<file path="src/rtl/gpio_mask_pkg.sv">
package gpio_mask_pkg;

    localparam int PIN_W  = 8;
    localparam int ADDR_W = 12;
    localparam int SYNC_STAGES = 2;

    typedef enum logic [1:0] {
        ACC_NONE = 2'd0,
        ACC_DATA = 2'd1,
        ACC_DIR  = 2'd2
    } acc_kind_e;

    // Per-pin mask carried by the word index inside the data window
    function automatic logic [PIN_W-1:0] window_mask(input logic [ADDR_W-1:0] ofs);
        return ofs[PIN_W+1:2];
    endfunction

endpackage

</file>
<file path="src/rtl/gpio_addr_decode.sv">
module gpio_addr_decode
    import gpio_mask_pkg::*;
#(
    parameter int PW = PIN_W,
    parameter int AW = ADDR_W
) (
    input  logic [AW-1:0]   addr,
    output acc_kind_e       kind,
    output logic [PW-1:0]   mask
);
    localparam logic [AW-1:0] DIR_OFS = AW'(1) << (PW + 2);

    always_comb begin
        mask = addr[PW+1:2];
        kind = ACC_NONE;
        if (addr[1:0] == 2'b00) begin
            if (addr[AW-1:PW+2] == '0)
                kind = ACC_DATA;
            else if (addr == DIR_OFS)
                kind = ACC_DIR;
        end
    end
endmodule

</file>
<file path="src/rtl/gpio_pin_sync.sv">
module gpio_pin_sync #(
    parameter int W      = 8,
    parameter int STAGES = 2
) (
    input  logic         clk,
    input  logic         rst,
    input  logic [W-1:0] async_in,
    output logic [W-1:0] sync_out
);
    logic [STAGES-1:0][W-1:0] stage_q;

    generate
        for (genvar s = 0; s < STAGES; s++) begin : g_stage
            always_ff @(posedge clk) begin
                if (rst)
                    stage_q[s] <= '0;
                else if (s == 0)
                    stage_q[s] <= async_in;
                else
                    stage_q[s] <= stage_q[(s == 0) ? 0 : s-1];
            end
        end
    endgenerate

    assign sync_out = stage_q[STAGES-1];
endmodule

</file>
<file path="src/rtl/gpio_data_dir_regs.sv">
module gpio_data_dir_regs
    import gpio_mask_pkg::*;
#(
    parameter int PW = PIN_W
) (
    input  logic          clk,
    input  logic          rst,
    input  logic          we,
    input  acc_kind_e     kind,
    input  logic [PW-1:0] mask,
    input  logic [PW-1:0] wdata,
    input  logic [PW-1:0] pins_sync,
    output logic [PW-1:0] data_q,
    output logic [PW-1:0] dir_q
);
    logic [PW-1:0] wr_sel;

    always_comb begin
        wr_sel = '0;
        if (we && kind == ACC_DATA)
            wr_sel = mask & dir_q;
    end

    always_ff @(posedge clk) begin
        if (rst) begin
            data_q <= '0;
            dir_q  <= '0;
        end else begin
            // outputs: masked write or hold; inputs: follow synchronized pin
            data_q <= (dir_q & ~wr_sel & data_q)
                    | (wr_sel & wdata)
                    | (~dir_q & pins_sync);
            if (we && kind == ACC_DIR)
                dir_q <= wdata;
        end
    end
endmodule

</file>
<file path="src/rtl/gpio_mask_port.sv">
module gpio_mask_port
    import gpio_mask_pkg::*;
#(
    parameter int PW = PIN_W,
    parameter int AW = ADDR_W,
    parameter int NSYNC = SYNC_STAGES
) (
    input  logic          clk,
    input  logic          rst,
    input  logic [AW-1:0] bus_addr,
    input  logic [PW-1:0] bus_wdata,
    input  logic          bus_we,
    output logic [PW-1:0] bus_rdata,
    input  logic [PW-1:0] pin_in,
    output logic [PW-1:0] pin_out
);
    acc_kind_e     acc_kind;
    logic [PW-1:0] acc_mask;
    logic [PW-1:0] pin_sync_q;
    logic [PW-1:0] data_q;
    logic [PW-1:0] dir_q;

    gpio_addr_decode #(.PW(PW), .AW(AW)) u_dec (
        .addr (bus_addr),
        .kind (acc_kind),
        .mask (acc_mask)
    );

    gpio_pin_sync #(.W(PW), .STAGES(NSYNC)) u_sync (
        .clk      (clk),
        .rst      (rst),
        .async_in (pin_in),
        .sync_out (pin_sync_q)
    );

    gpio_data_dir_regs #(.PW(PW)) u_regs (
        .clk       (clk),
        .rst       (rst),
        .we        (bus_we),
        .kind      (acc_kind),
        .mask      (acc_mask),
        .wdata     (bus_wdata),
        .pins_sync (pin_sync_q),
        .data_q    (data_q),
        .dir_q     (dir_q)
    );

    always_comb begin
        unique case (acc_kind)
            ACC_DATA: bus_rdata = data_q & acc_mask;
            ACC_DIR:  bus_rdata = dir_q;
            default:  bus_rdata = '0;
        endcase
    end

    generate
        for (genvar i = 0; i < PW; i++) begin : g_drive
            assign pin_out[i] = dir_q[i] ? data_q[i] : 1'b1;
        end
    endgenerate
endmodule

</file>
<file path="config.mk">
export PLATFORM = sky130hd
export DESIGN_NAME = gpio_mask_port
export DESIGN_NICKNAME = d
export VERILOG_FILES = /design/src/rtl/gpio_mask_pkg.sv /design/src/rtl/gpio_addr_decode.sv /design/src/rtl/gpio_pin_sync.sv /design/src/rtl/gpio_data_dir_regs.sv /design/src/rtl/gpio_mask_port.sv
export SDC_FILE = /design/constraint.sdc
export NUM_CORES = 1
export LEC_CHECK = 0
export BUFFER_PORTS_ARGS = -buffer_cell sky130_fd_sc_hd__buf_2
export CORE_UTILIZATION = 54
export DETAILED_ROUTE_END_ITERATION = 10
export MAX_ROUTING_LAYER = met4
export PLACE_DENSITY = 0.86
export SLEW_MARGIN = 20
export SYNTH_ARGS = -nofsm -noshare
export SYNTH_HDL_FRONTEND = slang
export SYNTH_HIERARCHICAL = 1
export SYNTH_SLANG_ARGS = --single-unit
</file>
<file path="constraint.sdc">
create_clock -name clk -period 3.93 [get_ports clk]
set_input_delay 0.393 -clock clk [delete_from_list [all_inputs] [get_ports clk]]
set_output_delay 0.393 -clock clk [all_outputs]
set_load 0.01 [all_outputs]
</file>
==> impl_metrics.yaml, run 1 <==
status:
  status: "complete, no violations"
global_route:
  grt_remaining_overflow: 0
  globalRouteTotalUtil: 0.2091
  grt_antenna_before_repair: 0
  grt_max_degree: 33
  grt_pass1_vias: 1123
  grt_first_pass_wirelength_um: 4940
synthesis:
  ys_async_sr_fraction: 0
  postSynthCellCount: 150
  yosysTopAreaCell: "sky130_fd_sc_hd__dfxtp_1"
  ys_ff_latch: 32
  post_synth_main_area_contributors: "sky130_fd_sc_hd__dfxtp_1 42%, sky130_fd_sc_hd__mux2i_1 10%, sky130_fd_sc_hd__buf_4 8.3%"
  synth_top_flop_cell: "sky130_fd_sc_hd__dfxtp_1"
  syn_area_mm2: 0.001529
  avgSynthCellArea_um2: 10.19
  synth_edf_count: 0
  synthDistinctLibCells: 23
  synth.yosys.warnings: 6
  synth_most_common_cell: "sky130_fd_sc_hd__dfxtp_1"
  yosysSeqAreaShare: 0.4190
  synthDominantCellAreaShare: 0.4190
  mappedNetlistNets: 183
  netlist_top_cells_count: "32 x sky130_fd_sc_hd__dfxtp_1, 18 x sky130_fd_sc_hd__nor2_1, 17 x sky130_fd_sc_hd__buf_4, 16 x sky130_fd_sc_hd__mux2i_1"
setup_path:
  crit_top_cell: "sky130_fd_sc_hd__buf_2"
  timing.critical_path.cells: "buf_2, nor4b_1, and4_1, ha_1, nor2b_1, a32o_1, buf_2"
  worstSetupPathType: "input pin to output pin"
  critical_path.max_fanout: 11
  cp-end-kind: "output pin"
  data_arrival_at_the_endpoint_of_the_critical_path_ps: 2380
  r2r_setup_slack_ps: 3130
  critical-path-max-stage-delay_ps: 450
  worstSetupStartpointType: "input pin"
  critical_path.slowest_cell: "sky130_fd_sc_hd__nor2b_1"
  r2r-start: "u_regs/dir_q[7]$_SDFFE_PP0P_"
  r2r_cells: 2
  worstReg2RegEnd: "u_regs/data_q[7]$_SDFF_PP0_"
  cp.required_ps: 3540
floorplan:
  design.die.area_mm2: 0.003048
  die_w_um: 55.21
  floorplan.die.height_um: 55.21
  design.core.area_mm2: 0.002567
  io_pins: 47
  floorplan_row_count: 18
  starting_density_of_the_core: 0.5955
clocking:
  worst_setup_hold_path_clk_slew_ps: 90
  clock_root_buffer: "sky130_fd_sc_hd__clkbuf_4"
  cts.sink_count: 32
  postCtsSetupBuffers: 0
  htree_levels: 2
  cts_tree: "built"
  cts_resized: 0
  clk_latency_ps: 320
  deepest_clock_path_buffer_count: 2
  cts.hold.buffers_added: 0
  cts_inserted_buffers: 5
place:
  place_congestion: 0.9324
  buffer_ports.inserted: 46
  pre_cts_slack_ps: 1191
  placedInstanceArea_mm2: 0.001625
  dp_hpwl_um: 2043
  dp_cells: 203
power:
  power.share.combinational: 0.074
  p_clk_frac: 0.331
  power.share.switching: 0.2167
  cellLeakagePower_nw: 0.7892
  netSwitchingPower_uw: 122.8
  cellPowerDensity_mw_per_mm2: 336.4
  cell_internal_power_uw: 443.8
  power.total_uw: 566.6
  power.share.sequential: 0.595
  vdd_drop_max_mv: 0.2833
detailed_routing:
  final_antenna_net_count: 0
  drt_first_pass_iters: 4
  wl_per_cell_um: 13.48
  via_count: 1139
  number_of_violations_reported_at_the_end_of_detailed_routing_iteration_0: 23
  drt-total-wl_um: 2845
  residual_drc_count: 0
  post_drt_via_cell_ratio: 5.398
timing:
  grt_setup_unrepaired: "no"
  fin_worst_skew_ps: 7.767
  finalSetupViolations: 0
  hold_ws_ps: 279.4
  remaining_max_slew_budget_at_the_tightest_pin: 0.6206
  fmaxAchievable_mhz: 360.7
  final.setup.tns_ps: 0
  number_of_hold_violations_in_the_final_report: 0
  timing.final.ws_setup_ps: 1157
  post-route-min-period_ps: 2773
  timing.final.crit_share: 0.7055
  max_slew.worst_pin.slew_ps: 569.1
  timing_max_transition_violations_final: 0
worst_hold_path:
  min_delay_src: "pin_in[1]"
  hold_removal_path_class: "input pin to flip-flop"
  hold_path_end: "u_sync/stage_q[1]$_SDFF_PP0_"
  holdPathStages: 2
finish:
  layoutNonFillerInstCount: 211
  antenna_cells_inserted: 0
  final_core_util: 0.6559
  drive_gt1_frac: 0.3812
  final_cell_area_excluding_filler_cells_mm2: 0.001684
  area_delta_synth_final_pct: 10.15
  nNetsFinal: 213
job:
  maxCapViolCount: 0
-- per-layer routing --
metal | vias to the layer above | global-route usage | share of wire
li1 | 570 | - | -
met1 | 523 | 0.2541 | 0.45
met2 | 39 | 0.3201 | 0.46
met3 | 7 | 0.07494 | 0.067
met4 | 0 | 0.07500 | 0.021
met5 | - | - | 0
-- area by class of cell --
type / count / area (µm²)
inverter: 2 / 7.507
tap: 30 / 37.54
multi-input combinational: 92 / 701.9
sequential: 32 / 640.6
fill: 228 / 883.3
timing repair buffer: 47 / 237.7
clock buffer: 8 / 58.81
-- how the worst max path moves through the flow --
stage                     slack (ps)   startpoint           end
after floorplan                 1810  bus_addr[4]  bus_rdata[0]
after global placement          1280  bus_addr[4]  bus_rdata[0]
after detailed placement        1190  bus_addr[4]  bus_rdata[1]
after CTS                       1190  bus_addr[4]  bus_rdata[1]
after global routing            1080  bus_addr[4]  bus_rdata[7]
final                           1160  bus_addr[4]  bus_rdata[7]
-- layout by cell type, fill, tap and decap left out --
cell and count:
sky130_fd_sc_hd__nand4b_1 8, sky130_fd_sc_hd__nand3b_1 1, sky130_fd_sc_hd__clkbuf_4 5, sky130_fd_sc_hd__a211oi_1 8
sky130_fd_sc_hd__clkbuf_1 2, sky130_fd_sc_hd__inv_1 2, sky130_fd_sc_hd__nor2b_1 5, sky130_fd_sc_hd__nor4_1 1
sky130_fd_sc_hd__and2b_2 6, sky130_fd_sc_hd__a32oi_1 1, sky130_fd_sc_hd__mux2i_1 16, sky130_fd_sc_hd__nor4b_1 1
sky130_fd_sc_hd__buf_4 1, sky130_fd_sc_hd__nor2b_2 7, sky130_fd_sc_hd__and4_1 1, sky130_fd_sc_hd__nand2b_1 8
sky130_fd_sc_hd__ha_1 2, sky130_fd_sc_hd__buf_2 46, sky130_fd_sc_hd__dfxtp_1 32, sky130_fd_sc_hd__a32o_1 4
sky130_fd_sc_hd__clkbuf_8 1, sky130_fd_sc_hd__nor2_1 18, sky130_fd_sc_hd__a32o_2 3, sky130_fd_sc_hd__nor3_1 2
-- cells by family after synthesis --
group,after synthesis,share of synthesized area
compound gates,16,0.09329
fa+ha+maj,2,0.01636
buf+inv,26,0.1219
flops,32,0.4190
mux,16,0.1047
simple gates,58,0.2447
-- sequential cells by signal, indices dropped and copies added (netlist names) --
signal	cells
u_sync/stage_q	8
u_regs/dir_q	8
u_regs/data_q	8
u_sync/sync_out	8
-- power by group through the flow --
stage	clock, mW	sequential (mW)	combinational, mW
6_report	0.188	0.337	0.0419
5_1_grt	0.210	0.338	0.0464
4_1_cts	0.196	0.337	0.0419
3_5_place_dp	0	0.345	0.0416
3_3_place_gp	0	0.344	0.0400
2_1_floorplan	0	0.344	0.0321
-- worst max-delay path, delay by kind of cell --
kind                       cells  cell delay (ps)
and+or+nand+nor                3             1150
adders and majority gates      1              320
buffers and inverters          2              260
AOI/OAI and AO/OA              1              250
Power figures use the tool's default switching activity.
==> run 2: changes to the inputs <==
Settings changed: CORE_UTILIZATION 54 to 50, PLACE_DENSITY 0.86 to 0.81.
Clock period 3.93 ns to 2.8 ns, I/O delays scaled along.
==> impl_metrics.yaml, run 2 (synthesis gave the netlist of run 1 again) <==
global_route:
  grt_first_pass_wirelength_um: 4947
  grt_max_degree: 33
  grt_antenna_before_repair: 0
  grt_pass1_vias: 1165
  globalRouteTotalUtil: 0.2041
  grt_remaining_overflow: 0
setup_path:
  timing.critical_path.cells: "buf_2, nor4b_1, and4_1, ha_1, nor2b_1, a32o_1, buf_2"
  r2r_cells: 2
  critical_path.max_fanout: 11
  critical_path.slowest_cell: "sky130_fd_sc_hd__nor2b_1"
  crit_top_cell: "sky130_fd_sc_hd__buf_2"
  worstSetupPathDepth: 7
  cp.required_ps: 2520
  critPathTopFamily: "simple AND/OR/NAND/NOR gates"
  cp-end-kind: "output pin"
  crit_buf_inv: 2
  critical_path.startpoint: "bus_addr[4]"
  data_arrival_at_the_endpoint_of_the_critical_path_ps: 2300
  worstSetupStartpointType: "input pin"
  r2r-start: "u_regs/dir_q[7]$_SDFFE_PP0P_"
  worstSetupPathType: "input pin to output pin"
  critical-path-max-stage-delay_ps: 460
floorplan:
  floorplan.die.height_um: 57.30
  design.die.area_mm2: 0.003283
  io_pins: 47
  die_w_um: 57.30
  floorplan_row_count: 19
  design.core.area_mm2: 0.002829
  starting_density_of_the_core: 0.5405
detailed_routing:
  wirelength_met1_um: 1321
  drt-total-wl_um: 2988
  route.met2.wl_um: 1385
  number_of_violations_reported_at_the_end_of_detailed_routing_iteration_0: 39
  drt_first_pass_iters: 7
  wl_per_cell_um: 14.09
  via_count: 1158
  top_layer: "met4"
  final_antenna_net_count: 0
  residual_drc_count: 5
  post_drt_via_cell_ratio: 5.462
  met3WireLength_um: 239
clocking:
  postCtsSetupBuffers: 0
  cts.sink_count: 32
  cts_tree: "built"
  clock_root_buffer: "sky130_fd_sc_hd__clkbuf_4"
  deepest_clock_path_buffer_count: 2
  cts_inserted_buffers: 5
  cts.hold.buffers_added: 0
  worst_setup_hold_path_clk_slew_ps: 90
  cts_resized: 0
  htree_levels: 2
  clk_latency_ps: 330
finish:
  antenna_cells_inserted: 0
  fillCellCount: 264
  nNetsFinal: 213
  layoutNonFillerInstCount: 212
  mostFrequentLayoutCell: "sky130_fd_sc_hd__buf_2"
  final_core_util: 0.6019
  drive_gt1_frac: 0.3867
  final_cell_area_excluding_filler_cells_mm2: 0.001703
  area_delta_synth_final_pct: 11.37
  commonest_cells_after_routing_fill_and_taps_aside: "46 x sky130_fd_sc_hd__buf_2, 32 x sky130_fd_sc_hd__dfxtp_1, 18 x sky130_fd_sc_hd__nor2_1"
timing:
  number_of_hold_violations_in_the_final_report: 0
  hold_ws_ps: 160.7
  final.setup.tns_ps: 0
  fmaxAchievable_mhz: 388.2
  timing.final.crit_share: 0.9199
  max_slew.worst_pin.slew_ps: 614.2
  fin_worst_skew_ps: 7.019
  finalSetupViolations: 0
  grt_setup_unrepaired: "no"
  timing.final.ws_setup_ps: 224.3
  post-route-min-period_ps: 2576
  timing_max_transition_violations_final: 0
  remaining_max_slew_budget_at_the_tightest_pin: 0.5893
power:
  power.total_uw: 869.8
  vdd_drop_max_mv: 0.3612
  netSwitchingPower_uw: 183.5
  cellLeakagePower_nw: 0.7989
  cell_internal_power_uw: 686.3
  power.share.switching: 0.2110
  p_clk_frac: 0.387
  cellPowerDensity_mw_per_mm2: 510.8
  power.share.sequential: 0.544
  power.share.combinational: 0.069
place:
  dp_hpwl_um: 2182
  buffer_ports.inserted: 46
  place_congestion: 0.8837
  dp_cells: 204
  placedInstanceArea_mm2: 0.001627
  pre_cts_slack_ps: 302.2
status:
  status: "complete, but fails checks"
  violations: "DRC"
job:
  maxCapViolCount: 0
worst_hold_path:
  hold_removal_path_class: "input pin to flip-flop"
  min_delay_src: "pin_in[3]"
  holdPathStages: 2
==> run 2: final timing paths <==
| path | to | slack [ps] |
|---|---|---|
| worst max-delay path | bus_rdata[0] | 220 |
| worst min-delay path | u_sync/stage_q[3]$_SDFF_PP0_ | 160 |
| worst max register to register | u_regs/data_q[7]$_SDFF_PP0_ | 1950 |
| worst min register to register | u_sync/sync_out[6]$_SDFF_PP0_ | 440 |
==> run 2: final cells by class <==
type | count | area, µm² | area share
clock buffer | 6 | 41.29 | 0.02425
clock inverter | 2 | 35.03 | 0.02057
inverter | 2 | 7.507 | 0.004409
multi-input combinational | 92 | 701.9 | 0.4122
sequential | 32 | 640.6 | 0.3762
tap | 31 | 38.79 | 0.02278
timing repair buffer | 47 | 237.7 | 0.1396
==> run 2: layer usage <==
layer  GRT usage  vias up
li1            -      569
met1      0.2270      536
met2      0.3378       47
met3     0.07483        6
met4     0.06969        0
met5           -        -
==> run 2: power by group through the flow <==
stage / combinational [mW] / clock (mW) / sequential, mW
6_report: 0.0598 / 0.337 / 0.473
5_1_grt: 0.0655 / 0.369 / 0.475
4_1_cts: 0.0596 / 0.351 / 0.474
3_5_place_dp: 0.0593 / 0 / 0.484
3_3_place_gp: 0.0563 / 0 / 0.483
2_1_floorplan: 0.0450 / 0 / 0.482
==> run 3: changes to the inputs <==
Settings changed: PLACE_DENSITY 0.81 to unset, PLACE_DENSITY_LB_ADDON set to 0.12.
==> impl_metrics.yaml, run 3 (synthesis gave the netlist of run 1 again) <==
floorplan:
  io_pins: 47
  starting_density_of_the_core: 0.5405
  design.core.area_mm2: 0.002829
  floorplan.die.height_um: 57.30
  floorplan_row_count: 19
  die_w_um: 57.30
  design.die.area_mm2: 0.003283
clocking:
  cts_inserted_buffers: 5
  cts.hold.buffers_added: 0
  worst_setup_hold_path_clk_slew_ps: 90
  clock_root_buffer: "sky130_fd_sc_hd__clkbuf_4"
  cts_resized: 0
  cts.sink_count: 32
  htree_levels: 2
  clk_latency_ps: 320
  cts_tree: "built"
  deepest_clock_path_buffer_count: 2
  postCtsSetupBuffers: 0
detailed_routing:
  via_count: 1089
  post_drt_via_cell_ratio: 5.161
  final_antenna_net_count: 0
  drt-total-wl_um: 2751
  number_of_violations_reported_at_the_end_of_detailed_routing_iteration_0: 63
  wl_per_cell_um: 13.04
  residual_drc_count: 6
  drt_first_pass_iters: 7
setup_path:
  worstSetupStartpointType: "input pin"
  cp-end-kind: "output pin"
  critical_path.max_fanout: 11
  data_arrival_at_the_endpoint_of_the_critical_path_ps: 2250
  cp.required_ps: 2520
  worstSetupPathType: "input pin to output pin"
power:
  cellLeakagePower_nw: 0.7837
  vdd_drop_max_mv: 0.3156
  power.total_uw: 770.6
  cellPowerDensity_mw_per_mm2: 459.6
timing:
  post-route-min-period_ps: 2526
  grt_setup_unrepaired: "no"
  timing_max_transition_violations_final: 0
  timing.final.crit_share: 0.9020
  max_slew.worst_pin.slew_ps: 589.3
  fin_worst_skew_ps: 2.782
  timing.final.ws_setup_ps: 274.4
  final.setup.tns_ps: 0
  number_of_hold_violations_in_the_final_report: 0
  hold_ws_ps: 156.8
  fmaxAchievable_mhz: 396.0
  remaining_max_slew_budget_at_the_tightest_pin: 0.6059
  finalSetupViolations: 0
finish:
  area_delta_synth_final_pct: 9.656
  final_core_util: 0.5927
  layoutNonFillerInstCount: 211
  nNetsFinal: 213
  mostFrequentLayoutCell: "sky130_fd_sc_hd__buf_2"
  commonest_cells_after_routing_fill_and_taps_aside: "46 x sky130_fd_sc_hd__buf_2, 32 x sky130_fd_sc_hd__dfxtp_1, 18 x sky130_fd_sc_hd__nor2_1"
  final_cell_area_excluding_filler_cells_mm2: 0.001677
  antenna_cells_inserted: 0
  drive_gt1_frac: 0.3889
global_route:
  grt_pass1_vias: 1024
  grt_first_pass_wirelength_um: 4512
  globalRouteTotalUtil: 0.1938
  grt_max_degree: 33
  grt_remaining_overflow: 0
  grt_antenna_before_repair: 0
place:
  buffer_ports.inserted: 46
  place_congestion: 0.8132
  dp_hpwl_um: 1945
  dp_cells: 204
  placedInstanceArea_mm2: 0.001627
  pre_cts_slack_ps: 318.6
status:
  status: "complete, but fails checks"
  violations: "DRC"
job:
  maxCapViolCount: 0
worst_hold_path:
  hold_removal_path_class: "input pin to flip-flop"
## run 3: changes by cell type in the layout (fill, tap and decap cells not counted), sizes merged
cell,previous run,this run
clkinvlp,0,1
bufinv,1,0
clkbuf,6,5
## run 3: worst max-delay path: stages
cell and delay (ps):
sky130_fd_sc_hd__buf_2 120, sky130_fd_sc_hd__nor4b_1 270, sky130_fd_sc_hd__and4_1 400, sky130_fd_sc_hd__ha_1 320, sky130_fd_sc_hd__nor2b_1 450, sky130_fd_sc_hd__a32o_2 270, sky130_fd_sc_hd__buf_2 130
## run 3: layer usage
layer  wire length (µm)  vias up  global-route usage
li1                   -      569                   -
met1               1318      479              0.2457
met2               1208       37              0.2739
met3                179        4             0.04762
met4                 44        0              0.1254
met5                  0        -                   -
## run 3: power by group
part | switching [mW] | internal [mW]
clock | 0.147 | 0.0913
combinational | 0.0283 | 0.0306
sequential | 0.00441 | 0.469
## run 3: final cells by class
class                           count  area, µm²
Tap cell                           31      38.79
Timing Repair Buffer               47      237.7
Fill cell                         245       1152
Sequential cell                    32      640.6
Multi-Input combinational cell     92      701.9
Clock buffer                        5      37.54
Clock inverter                      2      12.51
Inverter                            2      7.507
## run 3: final timing paths
kind / end / start / slack [ps] / cells past startpoint
worst min register to register: u_sync/sync_out[4]$_SDFF_PP0_ / u_sync/stage_q[4]$_SDFF_PP0_ / 440 / 1
worst max-delay path: bus_rdata[1] / bus_addr[4] / 270 / 7
worst max register to register: u_regs/data_q[7]$_SDFF_PP0_ / u_regs/dir_q[7]$_SDFFE_PP0P_ / 2030 / 2
worst min-delay path: u_sync/stage_q[4]$_SDFF_PP0_ / pin_in[4] / 160 / 2
